===== src/rtl/pa_pkg.sv =====
`timescale 1ns/1ps
package pa_pkg;
   localparam int PARCEL_W = 16;
   localparam int LEN_W    = 4;
   localparam int LONGEST  = 11;
   typedef logic [LEN_W-1:0] plen_t;
endpackage


===== src/rtl/pa_len_decode.sv =====
`timescale 1ns/1ps
module pa_len_decode
   import pa_pkg::*;
#(
   parameter int MAX_P          = 11,
   parameter bit HAS_COMPRESSED = 1'b1
) (
   input  logic [PARCEL_W-1:0] head_i,
   output plen_t               len_o,
   output logic                ill_o
);
   localparam plen_t MAX_L = plen_t'(MAX_P);

   plen_t short_len;
   logic  short_ill;
   logic  is_zero;
   plen_t raw_len;
   logic  raw_ill;

   assign is_zero = ~|head_i;

   generate
      if (HAS_COMPRESSED) begin : g_short_c
         assign short_len = plen_t'(1);
         assign short_ill = 1'b0;
      end else begin : g_short_nc
         assign short_len = plen_t'(2);
         assign short_ill = 1'b1;
      end
   endgenerate

   always_comb begin
      raw_ill = 1'b0;
      if (head_i[1:0] != 2'b11) begin
         raw_len = short_len;
         raw_ill = short_ill;
      end else if (head_i[4:2] != 3'b111) begin
         raw_len = plen_t'(2);
      end else if (!head_i[5]) begin
         raw_len = plen_t'(3);
      end else if (!head_i[6]) begin
         raw_len = plen_t'(4);
      end else if (head_i[14:12] != 3'b111) begin
         raw_len = plen_t'(5) + plen_t'(head_i[14:12]);
      end else begin
         raw_len = MAX_L;
         raw_ill = 1'b1;
      end
   end

   assign len_o = raw_len;
   assign ill_o = raw_ill | is_zero | (raw_len > MAX_L);

   always_comb begin
      assert_len_nonzero_R1: assert (raw_len != '0);
   end
endmodule


===== src/rtl/pa_parcel_store.sv =====
`timescale 1ns/1ps
module pa_parcel_store
   import pa_pkg::*;
#(
   parameter int ILEN_BITS = 176
) (
   input  logic                 clk,
   input  logic                 rst_n,
   input  logic                 wr_en,
   input  logic                 wr_first,
   input  plen_t                wr_idx,
   input  logic [PARCEL_W-1:0]  wr_data,
   output logic [ILEN_BITS-1:0] flat_o
);
   localparam int SLOTS = ILEN_BITS / PARCEL_W;

   genvar gi;
   generate
      for (gi = 0; gi < SLOTS; gi++) begin : g_slot
         logic [PARCEL_W-1:0] slot_q;
         always_ff @(posedge clk or negedge rst_n) begin
            if (!rst_n) begin
               slot_q <= '0;
            end else if (wr_en) begin
               if (wr_first) begin
                  slot_q <= (gi == 0) ? wr_data : '0;
               end else if (int'(wr_idx) == gi) begin
                  slot_q <= wr_data;
               end
            end
         end
         assign flat_o[gi*PARCEL_W +: PARCEL_W] = slot_q;
      end
   endgenerate

   assert_upper_cleared_R3: assert property (@(posedge clk) disable iff (!rst_n)
      (wr_en && wr_first) |=> (flat_o[ILEN_BITS-1:PARCEL_W] == '0));
endmodule


===== src/rtl/parcel_assembler.sv =====
`timescale 1ns/1ps
module parcel_assembler
   import pa_pkg::*;
#(
   parameter int ILEN_BITS      = 176,
   parameter bit HAS_COMPRESSED = 1'b1
) (
   input  logic                 clk,
   input  logic                 rst_n,
   input  logic                 flush,
   input  logic                 in_valid,
   output logic                 in_ready,
   input  logic [15:0]          in_parcel,
   output logic                 out_valid,
   input  logic                 out_ready,
   output logic [ILEN_BITS-1:0] out_instr,
   output logic [3:0]           out_len,
   output logic                 out_illegal
);
   localparam int    MAX_P = ILEN_BITS / PARCEL_W;
   localparam plen_t MAX_L = plen_t'(MAX_P);

   generate
      if ((ILEN_BITS % PARCEL_W) != 0 || ILEN_BITS < 32 || MAX_P > LONGEST) begin : g_bad_ilen
         $error("parcel_assembler: ILEN_BITS must be a multiple of 16 from 32 to 176");
      end
   endgenerate

   logic  busy_q, ovld_q, ill_q;
   plen_t cnt_q, len_q;
   plen_t dec_len;
   logic  dec_ill;
   logic  accept, take_out, last_beat;

   pa_len_decode #(
      .MAX_P          (MAX_P),
      .HAS_COMPRESSED (HAS_COMPRESSED)
   ) u_decode (
      .head_i (in_parcel),
      .len_o  (dec_len),
      .ill_o  (dec_ill)
   );

   pa_parcel_store #(
      .ILEN_BITS (ILEN_BITS)
   ) u_store (
      .clk      (clk),
      .rst_n    (rst_n),
      .wr_en    (accept),
      .wr_first (!busy_q),
      .wr_idx   (cnt_q),
      .wr_data  (in_parcel),
      .flat_o   (out_instr)
   );

   assign in_ready  = !flush && (!ovld_q || out_ready);
   assign accept    = in_valid && in_ready;
   assign take_out  = ovld_q && out_ready;
   assign last_beat = busy_q && ((cnt_q + plen_t'(1)) == len_q);

   always_ff @(posedge clk or negedge rst_n) begin
      if (!rst_n) begin
         busy_q <= 1'b0;
         ovld_q <= 1'b0;
         ill_q  <= 1'b0;
         cnt_q  <= '0;
         len_q  <= '0;
      end else if (flush) begin
         busy_q <= 1'b0;
         ovld_q <= 1'b0;
      end else begin
         if (take_out) begin
            ovld_q <= 1'b0;
         end
         if (accept) begin
            if (!busy_q) begin
               len_q <= dec_len;
               ill_q <= dec_ill;
               cnt_q <= plen_t'(1);
               if (dec_len == plen_t'(1)) begin
                  ovld_q <= 1'b1;
               end else begin
                  busy_q <= 1'b1;
               end
            end else begin
               cnt_q <= cnt_q + plen_t'(1);
               if (last_beat) begin
                  busy_q <= 1'b0;
                  ovld_q <= 1'b1;
               end
            end
         end
      end
   end

   assign out_valid   = ovld_q;
   assign out_len     = len_q;
   assign out_illegal = ill_q;

   assert_hold_stall_R8: assert property (@(posedge clk) disable iff (!rst_n)
      (out_valid && !out_ready && !flush) |=> (out_valid && $stable(out_instr)
                                               && $stable(out_len) && $stable(out_illegal)));

   assert_flush_clears_R9: assert property (@(posedge clk) disable iff (!rst_n)
      flush |=> (!out_valid && !busy_q));

   assert_len_range_R1: assert property (@(posedge clk) disable iff (!rst_n)
      out_valid |-> (out_len != '0 && out_len <= plen_t'(LONGEST)));

   assert_too_long_R6: assert property (@(posedge clk) disable iff (!rst_n)
      (out_valid && (out_len > MAX_L)) |-> out_illegal);

   assert_all_ones_R7: assert property (@(posedge clk) disable iff (!rst_n)
      (out_valid && (&out_instr)) |-> out_illegal);

   assert_count_bound_R12: assert property (@(posedge clk) disable iff (!rst_n)
      busy_q |-> (cnt_q < len_q && !out_valid));
endmodule


===== config.mk =====
export PLATFORM = sky130hd
export DESIGN_NAME = parcel_assembler
export DESIGN_NICKNAME = d
export VERILOG_FILES = /design/src/rtl/pa_pkg.sv /design/src/rtl/pa_len_decode.sv /design/src/rtl/pa_parcel_store.sv /design/src/rtl/parcel_assembler.sv
export SDC_FILE = /design/constraint.sdc
export NUM_CORES = 1
export LEC_CHECK = 0
export ABC_CLOCK_PERIOD_IN_PS = 5200
export CAP_MARGIN = 0
export CELL_PAD_IN_SITES_DETAIL_PLACEMENT = 0
export CELL_PAD_IN_SITES_GLOBAL_PLACEMENT = 2
export CORE_MARGIN = 5
export CORE_UTILIZATION = 30
export DETAILED_ROUTE_END_ITERATION = 12
export GPL_TIMING_DRIVEN = 0
export PLACE_DENSITY_LB_ADDON = 0.08
export SLEW_MARGIN = 10
export SYNTH_ARGS = -nofsm -noshare
export SYNTH_HDL_FRONTEND = slang
export SYNTH_SLANG_ARGS = --single-unit
export TNS_END_PERCENT = 50

===== constraint.sdc =====
create_clock -name clk -period 5.2 [get_ports clk]
set_input_delay 0.52 -clock clk [delete_from_list [all_inputs] [get_ports clk]]
set_output_delay 0.52 -clock clk [all_outputs]
set_load 0.1 [all_outputs]

# --- Word-level counts from Yosys, hierarchy flattened ---
# Index checks and enable logic that the tools add are counted.
totals:
  output_inout_bits: 183
  ff_bits: 187
  word_cells: 117
classes:
  eq_ne: 26
  n_lt_le_gt_ge: 1
  n_bitwise: 4
  addsub: 2
  muxes: 44
  reduce_logical: 24
ops:
  columns: ["cell", "n"]
  rows:
  - ["$mux W16", 22]
  - ["$eq A4 B4 Y1 const B", 7]
  - ["$mux W4", 6]
  - ["$reduce_and A2 Y1", 12]
  - ["$ne A2 B1 Y1 const B", 11]
  - ["$mux W1", 16]
  - ["$reduce_or A16 Y1", 1]
  - ["$eq A4 B3 Y1 const B", 2]
  - ["$ne A3 B3 Y1 const B", 2]
  - ["$add A3 B3 Y4 const A", 1]
  - ["$add A4 B1 Y4 const B", 1]
  - ["$eq A4 B1 Y1 const B", 1]
  - ["$eq A4 B2 Y1 const B", 1]
  - ["$eq A4 B4 Y1", 1]
  - ["$gt A4 B4 Y1 const B", 1]
  - ["$logic_and A1 B1 Y1", 4]
  - ["$logic_not A4 Y1", 1]
  - ["$logic_not A1 Y1", 3]
  - ["$reduce_and A3 Y1", 1]
  - ["$ne A2 B2 Y1 const B", 1]
  - ["$not A1 Y1", 2]
  - ["$or A1 B1 Y1", 2]
  - ["$reduce_bool A2 Y1", 1]
  - ["$logic_or A1 B1 Y1", 1]

# --- Depth between registers and ports, before layout ---
# Gate-level depths: netlist of the first run.
logic_depth:
  word_depth: 11
  ltp_mapped: 8

# --- Cells and area by module ---
# From an unflattened synthesis of the first run, not the netlist that was laid out.
hier_totals:
  cells_unflattened: 863
  area_unflattened_um2: 9331.4
by_module_without_submodules:
  columns: ["module", "instances", "area_each_um2", "cells_per_inst"]
  rows:
  - ["pa_parcel_store", 1, 8598.2, 782]
  - ["parcel_assembler", 1, 568.0, 55]
  - ["pa_len_decode", 1, 165.2, 26]

# --- Worst setup path after synthesis of the first run ---
# No wires, ideal clock.
synth_timing:
  path_kind: "register to output"
  startpoint: "register ovld_q, in the netlist out_valid"
  endpoint: "output in_ready"
  path_stages_with_launch: 3
  slack_ns: 2.317
  t_arrival_ns: 2.363
  cell_sequence: "dfrtp_1 -> nor2b_2 -> nor2_1"
synth_between:
  elab_chain_cells: 3
synth_lines:
  columns: ["element", "line_no", "text"]
  rows:
  - ["start, declared", "parcel_assembler.sv:29", "logic busy_q, ovld_q, ill_q;"]
  - ["start signal, assigned", "parcel_assembler.sv:64", "ovld_q <= 1'b0;"]
  - ["start signal, assigned", "parcel_assembler.sv:70", "ovld_q <= 1'b0;"]
  - ["start signal, assigned", "parcel_assembler.sv:73", "ovld_q <= 1'b0;"]
  - ["$logic_not A1 Y1", "parcel_assembler.sv:56", "assign in_ready = !flush && (!ovld_q || out_ready);"]
  - ["$logic_or A1 B1 Y1", "parcel_assembler.sv:56", null]
  - ["$logic_and A1 B1 Y1", "parcel_assembler.sv:56", null]
  - ["end, declared", "parcel_assembler.sv:12", "output logic in_ready,"]
# No other way between the ends.

# --- Worst setup path in the final report of the first run ---
layout_timing:
  startpoint: "input out_ready"
  endpoint: "output in_ready"
layout_between:
  elab_chain_cells: 2
layout_lines:
  columns: ["element", "line_no", "text"]
  rows:
  - ["start, declared", "parcel_assembler.sv:15", "input logic out_ready,"]
  - ["$logic_or A1 B1 Y1", "parcel_assembler.sv:56", null]
  - ["$logic_and A1 B1 Y1", "parcel_assembler.sv:56", null]
# No other way between the ends.

==> impl_metrics.tcl, run 1 <==
set metrics [dict create \
    status "finished, violations left" \
    violations "negative hold slack" \
    netlist_area_sq_mm 0.008204 \
    finalHoldViolCount 1 \
    cp_max_fo 5 \
    cp-end-kind "output port" \
    yosysWarnings 0 \
    peakVddDrop_v 0.0002132 \
    hpwl_mm 21.60 \
    core-area_sq_mm 0.02695 \
    syn2layout_area_growth_pct 38.30 \
    first_iter_violations 568 \
    syn_inst 875 \
    antenna_left 0 \
    rsz0062_at_grt "no" \
    dr.pass1.iters 7 \
    avgSynthCellArea_sq_um 9.376 \
    setup-tns-final_ns 0 \
    grt_antenna_before_repair 0 \
    hold_buffers 0 \
    cts.sinks 187 \
    numPortBuffers 202 \
    fin_cells 1453 \
    route.detailed.drc 0 \
    grt_pass1_wl_mm 47.91 \
    cts_buffer_depth 2 \
    cts-resized-gates 0 \
    fp.dieH_microns 175.4 \
    grt.overflow.total 0 \
    root_buffer "clkbuf_16" \
    startpoint_type "input port" \
    relSlewSlack_pct 23.00 \
    die_w_microns 175.4 \
    rr_worst_depth 7 \
    ioPinCount 204 \
    vias 7367 \
    wl_per_cell_microns 21.82 \
    drive_above_1_share_pct 8.273 \
    place.detailed.instances 1421 \
    cts-htree-levels 4 \
    period_minus_slack_ns 2.935 \
    place_congestion 0.7658 \
    required_ns 4.68 \
    cts_setup_buffers 0 \
    cts_tree "built" \
    grt_max_degree 70 \
    initial_utilization_pct 30.44 \
    period_share_pct 56.45 \
    fillers 2657 \
    nets 1126 \
    antenna_cells 0 \
    p_per_area_mw_per_mm2 313.1 \
    path_class "in -> out" \
    worst_hold_path_type "in -> async" \
    synth_nets 902 \
    setup_viol 0 \
    final_cell_mix "clkdlybuf4s50_1 (201), dfrtp_1 (187), nand2_1 (168)" \
    cts_made_buffers 17 \
    maxSlewViolCount 0 \
    first_global_vias 7476 \
    fin_worst_skew_ns 0.01282 \
    grt_use_total_pct 20.50 \
    dieArea_sq_mm 0.03075 \
    ys_seq_elements 187 \
    via_per_inst 5.070 \
    layout_commonest_cell "clkdlybuf4s50_1" \
    routed_wl_mm 31.70 \
    drv_cap 0 \
    synth.yosys.seq_area_share_pct 57.04 \
    path_clk_slew_ns 0.08 \
    crit_arrival_ns 2.42 \
    holdWs_ns -0.0008562 \
    clock_latency_ns 0.44 \
    finalPower_mw 3.552 \
    synth.distinct_cells 44 \
    fmax_mhz 340.7 \
    row_count 60 \
    leakagePower_nw 4.633 \
    worst_pin_slew_ns 1.155 \
]
[stage by stage]
| stage | util (%) | instance area [sq um] | setup WS, ns |
|---|---|---|---|
| floorplan | - | 8204 | 2.317 |
| global placement | 39.53 | 10650 | -4.972 |
| detailed placement | 39.83 | 10740 | 2.279 |
| CTS | 42.10 | 11350 | 2.267 |
| global route | 42.10 | 11350 | 2.213 |
| finish | 42.10 | 11350 | 2.265 |
[routing by layer]
metal / vias to the layer above / track usage (%) / routed length, microns
li1: 3442 / - / -
met1: 3643 / 28.84 / 14600
met2: 253 / 33.16 / 14780
met3: 29 / 3.465 / 1835
met4: 0 / 4.975 / 491
met5: - / 0 / 0
[power by group]
part,internal [mW],switching [mW]
clock,0.746,0.646
sequential,1.49,0.0235
combinational,0.139,0.505
[synthesized netlist by cell type, drive strengths merged]
cell type  count  share of area (%)
nand3        166                 10
nand2        168                7.7
xor2           2               0.21
nor4b          2               0.21
and3           2               0.15
and2          24                1.9
o221ai         1               0.11
nor2           9               0.41
nor3           4               0.24
a21oi          5               0.44
xnor3          1               0.27
a32o           1               0.12
o2111ai        1               0.11
clkbuf        41                1.9
xnor2          2               0.21
o31ai          1              0.092
nand2b         3               0.23
inv            8               0.37
nor2b          1               0.11
and4           2               0.21
nand4          3               0.23
a31oi          2               0.15
a22oi          1              0.092
ha             6               0.92
o21ai        166                 10
nor4           5               0.82
or4            1              0.092
o211ai         1              0.092
dfrtp        187                 57
buf           40                2.7
mux2          17                2.3
o21a           1              0.092
a21boi         1              0.092
[cell type report]
type / instances / area (sq um) / area share, %
timing repair buffer: 205 / 2097 / 18.48
tap: 341 / 426.7 / 3.760
clock inverter: 14 / 171.4 / 1.511
inverter: 8 / 30.03 / 0.2647
buffer: 81 / 384.1 / 3.386
multi-input combinational: 599 / 3118 / 27.48
clock buffer: 18 / 439.2 / 3.871
sequential: 187 / 4679 / 41.24
[worst paths after layout]
| check | startpoint | end | slack [ns] |
|---|---|---|---|
| min reg2reg | u_store.g_slot[0].slot_q[9] | u_store.g_slot[0].slot_q[9] | 0.49 |
| min | rst_n | u_store.g_slot[5].slot_q[10] | -0.0009 |
| max | out_ready | in_ready | 2.26 |
| max in group asynchronous | rst_n | u_store.g_slot[2].slot_q[10] | 4.13 |
| min in group clk | flush | out_valid | 0.46 |
| max reg2reg | cnt_q[0] | u_store.g_slot[0].slot_q[11] | 2.59 |
[kinds of logic after synthesis]
logic type | Yosys count | share of synthesized area [%]
buf+inv | 89 | 5.048
xor+xnor | 5 | 0.7016
simple gates | 390 | 22.45
compound gates | 181 | 11.51
mux | 17 | 2.333
flops | 187 | 57.04
fa+ha+maj | 6 | 0.9150
[flip-flops by register name, indices dropped and copies added, names as in the netlist]
signal / flops
cnt_q: 4
u_store.g_slot.slot_q: 176
out_len: 4
busy_q: 1
out_valid: 1
out_illegal: 1
[critical path, cell delays in order]
cell             delay [ns]
clkdlybuf4s50_1        0.45
nor2b_2                0.38
nor2_1                 0.08
clkdlybuf4s50_1        0.98
(Power assumes the default switching activity.)
==> run 2: changes to the inputs <==
ABC_CLOCK_PERIOD_IN_PS = 2900   (was 5200)
clock period = 2.9 ns   (was 5.2 ns; I/O delays follow)
==> run 2 against run 1 <==
Against the previous run:
- the flow now finishes without violations
- cell count hardly changed
- via count is 0.46% lower
- global-route usage did not move
- register-to-register slack lost 2.3 ns
- non-clock buffer count up 1
- combinational power is 80% higher
- setup slack lost 2.0 ns
- critical path depth is 3 higher
- clock skew is essentially flat
- die area did not move
- utilization about the same
- critical endpoint is now u_store.g_slot[0].slot_q[11]
==> impl_metrics.tcl, run 2 (synthesis gave the netlist of run 1 again) <==
set metrics [dict create \
    largest_reg_flops 176 \
    path_delay_family "buffers and inverters" \
    finalPower_mw 6.368 \
    grt_max_degree 70 \
    first_global_vias 7479 \
    via_per_inst 5.043 \
    place_ws_ns 0.2805 \
    rr_worst_depth 7 \
    grt.overflow.total 0 \
    reg2reg_slack_ns 0.27 \
    cp-end-kind "flip-flop" \
    worst_pin_slew_ns 1.143 \
    grt_use_total_pct 20.50 \
    fillers 2656 \
    top_register "u_store.g_slot.slot_q" \
    cts.sinks 187 \
    fin_cells 1454 \
    worstHoldEndpoint "out_valid" \
    route.detailed.drc 0 \
    reg_top3 "u_store.g_slot.slot_q: 176 flops, cnt_q: 4 flops, out_len: 4 flops" \
    crit_arrival_ns 2.95 \
    antenna_cells 0 \
    root_buffer "clkbuf_16" \
    cts_buffer_depth 2 \
    path_class "reg -> reg" \
    place_congestion 0.7658 \
    finalHoldViolCount 0 \
    dieArea_sq_mm 0.03075 \
    place.detailed.instances 1421 \
    row_count 60 \
    required_ns 3.22 \
    die_w_microns 175.4 \
    setup_viol 0 \
    ioPinCount 204 \
    final_cell_mix "clkdlybuf4s50_1 (201), dfrtp_1 (187), nand2_1 (168)" \
    cts_tree "built" \
    setup-tns-final_ns 0 \
    cts-resized-gates 0 \
    timing.rr.end "u_store.g_slot[0].slot_q[11]" \
    syn2layout_area_growth_pct 38.42 \
    routed_wl_mm 31.67 \
    drive_above_1_share_pct 8.266 \
    antenna_left 0 \
    fp.dieH_microns 175.4 \
    rsz0062_at_grt "no" \
    fin_worst_skew_ns 0.01254 \
    grt_pass1_wl_mm 47.91 \
    cp_max_fo 10 \
    period_share_pct 90.72 \
    cts_made_buffers 17 \
    dr.pass1.iters 5 \
    leakagePower_nw 4.637 \
    initial_utilization_pct 30.44 \
    fmax_mhz 380.1 \
    relSlewSlack_pct 23.77 \
    status "complete, no violations" \
    cp_cell_sequence "inv_1, ha_1, clkbuf_1, nand2_1, a21oi_4, buf_4, mux2_1" \
    maxSlewViolCount 0 \
    critPathMaxStageDelay_ns 0.55 \
    path_clk_slew_ns 0.08 \
    holdWs_ns 0.2335 \
    hpwl_mm 21.60 \
    cts_setup_buffers 0 \
    first_iter_violations 547 \
    nets 1127 \
    grt_antenna_before_repair 0 \
    hold_buffers 1 \
    period_minus_slack_ns 2.631 \
    cts-htree-levels 4 \
    clock_latency_ns 0.43 \
    startpoint_type "flip-flop" \
    worst_hold_path_type "in -> reg" \
    p_per_area_mw_per_mm2 560.7 \
    drv_cap 0 \
    core-area_sq_mm 0.02695 \
    numPortBuffers 202 \
    fin_util_pct 42.14 \
    layout_commonest_cell "clkdlybuf4s50_1" \
    fin_area_sq_mm 0.01136 \
    cp_slowest_cell "clkbuf_1" \
    wl_per_cell_microns 21.78 \
    placed_area_sq_mm 0.01074 \
    min_delay_path_depth 2 \
    cp_num_buf_inv 3 \
    vias 7333 \
    layout_setup_ws_ns 0.2692 \
    reg2reg_from "cnt_q[0]" \
    worstHoldStart "flush" \
    peakVddDrop_v 0.0003818 \
]
==> run 2: changes by cell type in the layout (fill, tap and decap cells not counted) <==
cell,previous run,this run
dlygate4sd3_1,0,1
==> run 2: worst register-to-register path: cells and delay by family (launching register included) <==
family | cells | cell delay (ns)
adders and majority gates | 1 | 0.16
muxes | 1 | 0.34
AOI/OAI and AO/OA | 1 | 0.36
and+or+nand+nor | 1 | 0.23
buffers and inverters | 3 | 0.97
DFF | 1 | 0.46
==> run 2: per-layer routing <==
metal	up-vias	wire length [microns]	GRT usage (%)
met5	-	0	0
met4	0	482	4.975
met3	29	1762	3.465
met1	3628	14750	28.84
met2	237	14680	33.16
li1	3439	-	-
==> run 2: where the power goes <==
group	total [mW]	internal, mW	switching [mW]
sequential	2.72	2.67	0.0425
clock	2.49	1.34	1.16
combinational	1.16	0.250	0.906
total	6.37	4.26	2.10
==> run 2: worst max-delay path by stage <==
stage | from | to | slack (ns) | cells past startpoint
2_1_floorplan | out_valid | in_ready | 0.25 | 2
3_3_place_gp | rst_n | u_store.g_slot[0].slot_q[13] | -7.04 | 1
3_5_place_dp | cnt_q[0] | u_store.g_slot[0].slot_q[11] | 0.28 | 7
4_1_cts | out_valid | in_ready | 0.28 | 3
5_1_grt | cnt_q[0] | u_store.g_slot[0].slot_q[11] | 0.17 | 7
6_report | cnt_q[0] | u_store.g_slot[0].slot_q[11] | 0.27 | 7
==> run 2: final cells by class <==
cell class                 count  area (sq um)  area share, %
buffer                        81         384.1          3.383
clock inverter                14         171.4          1.509
tap                          341         426.7          3.757
timing repair buffer         206          2107          18.55
clock buffer                  18         439.2          3.867
inverter                       8         30.03         0.2644
multi-input combinational    599          3118          27.46
sequential                   187          4679          41.21
